<file path="config.mk">
export PLATFORM = sky130hd
export DESIGN_NAME = gpio_altport
export DESIGN_NICKNAME = d
export VERILOG_FILES = /design/src/rtl/gpio_altport.sv
export SDC_FILE = /design/constraint.sdc
export NUM_CORES = 1
export LEC_CHECK = 0
export ABC_CLOCK_PERIOD_IN_PS = 800
export BUFFER_PORTS_ARGS = -buffer_cell sky130_fd_sc_hd__buf_2
export CAP_MARGIN = 20
export CORE_ASPECT_RATIO = 1.2
export CORE_MARGIN = 3
export CORE_UTILIZATION = 38
export DETAILED_ROUTE_END_ITERATION = 7
export HOLD_SLACK_MARGIN = 0.03
export PLACE_DENSITY = 0.77
export SYNTH_ARGS = -nofsm -noshare
export SYNTH_HDL_FRONTEND = slang
export SYNTH_SLANG_ARGS = --single-unit
</file>
<file path="constraint.sdc">
create_clock -name clk -period 0.8 [get_ports clk]
set_input_delay 0.08 -clock clk [delete_from_list [all_inputs] [get_ports clk]]
set_output_delay 0.08 -clock clk [all_outputs]
set_load 0.01 [all_outputs]
</file>
<file path="src/rtl/gpio_altport.sv">
module gpio_altport #(
  parameter int WIDTH = 16,
  parameter logic [WIDTH-1:0] PWM_MASK = '0,
  parameter logic [WIDTH-1:0] AUTODIR_MASK = '0
) (
  input  logic                 clk,
  input  logic                 rst_n,
  input  logic                 bus_dir_sel,
  input  logic                 bus_we,
  input  logic [WIDTH/8-1:0]   bus_be,
  input  logic                 bus_mask_en,
  input  logic [7:0]           bus_mask,
  input  logic [WIDTH-1:0]     bus_wdata,
  output logic [WIDTH-1:0]     bus_rdata,
  input  logic [WIDTH-1:0]     alt_en,
  input  logic [WIDTH-1:0]     alt_out,
  input  logic [WIDTH-1:0]     alt_dir_en,
  input  logic [WIDTH-1:0]     alt_dir,
  output logic [WIDTH-1:0]     alt_in,
  input  logic [WIDTH-1:0]     pad_in,
  output logic [WIDTH-1:0]     pad_out,
  output logic [WIDTH-1:0]     pad_oe
);
  localparam int LANES = WIDTH / 8;

  logic [WIDTH-1:0] latch_q, dir_q, sync1_q, sync2_q;
  logic [WIDTH-1:0] hw_dir, eff_dir, alt_drv, pin_state;

  for (genvar h = 0; h < LANES; h++) begin : g_lane
    logic [7:0] lat_nx, dir_nx;
    assign lat_nx = bus_mask_en ? ((latch_q[h*8+:8] & ~bus_mask) | (bus_wdata[h*8+:8] & bus_mask))
                                : bus_wdata[h*8+:8];
    assign dir_nx = bus_mask_en ? ((dir_q[h*8+:8] & ~bus_mask) | (bus_wdata[h*8+:8] & bus_mask))
                                : bus_wdata[h*8+:8];

    always_ff @(posedge clk or negedge rst_n) begin
      if (!rst_n) begin
        latch_q[h*8+:8] <= '0;
        dir_q[h*8+:8]   <= '0;
      end else if (bus_we && bus_be[h]) begin
        if (bus_dir_sel) dir_q[h*8+:8]   <= dir_nx;
        else             latch_q[h*8+:8] <= lat_nx;
      end
    end
  end

  always_ff @(posedge clk or negedge rst_n) begin
    if (!rst_n) begin
      sync1_q <= '0;
      sync2_q <= '0;
    end else begin
      sync1_q <= pad_in;
      sync2_q <= sync1_q;
    end
  end

  assign hw_dir    = alt_en & alt_dir_en & AUTODIR_MASK;
  assign eff_dir   = (hw_dir & alt_dir) | (~hw_dir & dir_q);
  assign alt_drv   = (PWM_MASK & alt_out) | (~PWM_MASK & alt_out & latch_q);
  assign pad_out   = (alt_en & alt_drv) | (~alt_en & latch_q);
  assign pad_oe    = eff_dir;
  assign pin_state = (eff_dir & pad_out) | (~eff_dir & sync2_q);
  assign alt_in    = pin_state;
  assign bus_rdata = bus_dir_sel ? dir_q : pin_state;
endmodule


</file>
==> impl_metrics.py <==
metrics = {
    "route": {
        "drc": 0,
        "route.top_layer_used": "met4",
        "wl_met2_um": 5570,
        "dr_wl_met3_um": 510,
        "drt-total-wl_um": 9600,
        "drt-wirelength-per-cell_um": 17.1,
        "ant_nets": 0,
        "met1Wirelength_um": 3340,
        "drtIter0Drc": 71,
        "first_pass_iters": 4,
        "via_count": 2744,
        "via_per_inst": 4.88,
    },
    "die": {
        "core_area_um2": 6940,
        "die_x_um": 83.9,
        "rows": 33,
        "die_h_um": 99.5,
        "die_area_um2": 8350,
        "ios": 175,
        "start_util_pct": 39.9,
    },
    "yosys": {
        "syn-num-nets": 351,
        "synth.yosys.seq_area_share_pct": 57.8,
        "synth_edf_count": 0,
        "synthesis.area_um2": 2770,
        "async_flop_share_pct": 100,
        "netlist_top_cells_count": "dfrtp_1, mux2_2, inv_1, nor2_1, a21oi_1",
        "yosysTopAreaCell": "dfrtp_1",
        "ys_top_cells_by_area": "dfrtp_1, mux2_2, inv_1, nor2_1, a31oi_1",
        "synth_top_area_share_pct": 57.8,
        "yosys_warnings": 0,
        "ys_types": 15,
        "ys_seq_elements": 64,
        "yosysMostFrequentCell": "dfrtp_1",
        "syn-mean-instance-area_um2": 11.5,
        "synth_flop_cell": "dfrtp_1",
        "synthCells": 240,
    },
    "placed_design": {
        "gp_congestion": 0.784,
        "io_buffer_count": 142,
        "pre_cts_ws_ns": -0.370,
        "dp_hpwl_um": 5350,
    },
    "pwr": {
        "power.leakage_nw": 2.61,
        "clock_power_share_pct": 21.3,
        "p_sw_w": 0.00350,
        "irDropWorstVdd_mv": 1.59,
        "swShare_pct": 30.5,
        "intPower_w": 0.00798,
        "p_seq_share_pct": 36.6,
        "comb_power_share_pct": 42.1,
        "fin_total_pwr_w": 0.0115,
        "p_per_area_nw_per_um2": 2200,
    },
    "worst_setup_path": {
        "worst-r2r-setup-slack_ns": -0.26,
        "crit_path_start_kind": "flop",
        "worstPathRequired_ns": 0.72,
        "cp.arrival_ns": 1.30,
        "cp-end-kind": "output port",
        "path_class": "reg2out",
        "reg2reg_depth": 3,
        "critical_path.max_fanout": 2,
    },
    "min_path": {
        "hold_class": "in2async",
    },
    "sta": {
        "finalHoldViolCount": 0,
        "skew_ns": 0.00636,
        "rsz0062_at_grt": "true",
        "setup_violations": 86,
        "worstMarginPinSlew_ns": 0.279,
        "drv_slew": 0,
        "relSlewSlack_pct": 81.4,
        "min_period_ns": 1.38,
        "period_share_pct": 173,
        "timing.final.ws_setup_ns": -0.581,
        "holdWs_ns": 0.156,
        "max_freq_ghz": 0.724,
    },
    "clocking": {
        "clock_latency_ns": 0.33,
        "cts_buffer_depth": 2,
        "cts-root-buf": "clkbuf_8",
        "clk_pin_slew_ns": 0.07,
        "numClockSinks": 64,
        "htree_levels": 3,
        "cts_tree": "built",
        "cts_inserted_buffers": 9,
    },
    "global_route": {
        "grt_max_degree": 32,
        "grt_pass1_vias": 2834,
        "grt_pass1_wl_um": 13300,
        "antenna_found_initial": 0,
        "grt-ovfl-total": 0,
        "grt_usage_pct": 20.5,
    },
    "run": {
        "max_cap_viol_count": 0,
    },
    "status": {
        "violations": "setup timing",
        "status": "finished with violations",
    },
    "final_layout": {
        "area_growth_pct": 88.2,
        "final_util_pct": 75.1,
        "nFillCells": 424,
        "antenna_cells": 0,
        "drive_above_1_share_pct": 65.5,
        "final_net_count": 581,
    },
}
-- power groups by stage --
stage,combinational [W],sequential (W),clock [W]
global placement,0.00272,0.00412,0
CTS,0.00389,0.00414,0.00249
floorplan,0.00146,0.00415,0
detailed placement,0.00279,0.00415,0
finish,0.00483,0.00420,0.00245
global route,0.00512,0.00425,0.00263
-- worst max-delay path by stage --
stage | cells past startpoint | endpoint | from
global placement | 4 | flop | bus_we
CTS | 4 | alt_in[3] | flop
finish | 4 | alt_in[13] | flop
floorplan | 3 | alt_in[13] | flop
global route | 4 | alt_in[7] | flop
detailed placement | 4 | flop | bus_we
-- cell type report --
type	instances	area [um^2]	share of cell area (%)
clock inverter	4	20.0	0.384
tap	87	109	2.09
timing repair buffer	222	1870	35.8
sequential	64	1620	31.1
clock buffer	12	155	2.98
inverter	32	120	2.30
multi-input combinational	141	1320	25.3
-- worst max-delay path, stage by stage, from the launching register on --
cell and delay, ns:
dfrtp_1 0.40, o21ai_2 0.11, inv_2 0.08, mux2_4 0.27, buf_6 0.12
-- through the flow --
stage                     TNS, ns  std cells  instance area [um^2]
after floorplan             -1.88        240                  2880
after global placement     -14.49        479                  3820
after detailed placement   -15.72        479                  3820
after CTS                  -26.36        548                  4800
after global routing       -31.26        562                  5210
final                      -27.90        562                  5210
-- cell families (layout without fill, tap and decap cells) --
family / count (synthesis) / after routing / synth area share, %
AOI/OAI and AO/OA: 48 / 48 / 9.63
DFF: 64 / 64 / 57.8
buffers and inverters: 35 / 270 / 4.84
and+or+nand+nor: 45 / 45 / 8.18
muxes: 48 / 48 / 19.5
-- layer usage --
layer	vias up	GRT usage, %
li1	1274	-
met1	1336	20.6
met5	-	0
met3	21	4.56
met2	113	39.4
met4	0	9.90
-- repair_timing --
item                                    in CTS  in global routing
gates cloned                                 0                  0
resized for setup                           63                 69
endpoints found under the setup margin      80                 83
hold endpoints to repair                   112                  0
pin swaps                                    7                  1
buffers inserted                            22                 16
hold buffers                                33                  0
-- cells in the final DEF, fill, tap and decap left out, drive strengths merged --
| cell type | n |
|---|---|
| nand2 | 1 |
| nand3 | 2 |
| nor2 | 32 |
| mux2 | 48 |
| nand3b | 2 |
| buf | 189 |
| inv | 32 |
| a21oi | 16 |
| a31oi | 15 |
| dlygate4sd3 | 33 |
| clkbuf | 12 |
| dfrtp | 64 |
| o21ba | 1 |
| clkinv | 4 |
| and2b | 8 |
| a21boi | 1 |
| o21ai | 15 |
(Power assumes the default switching activity.)
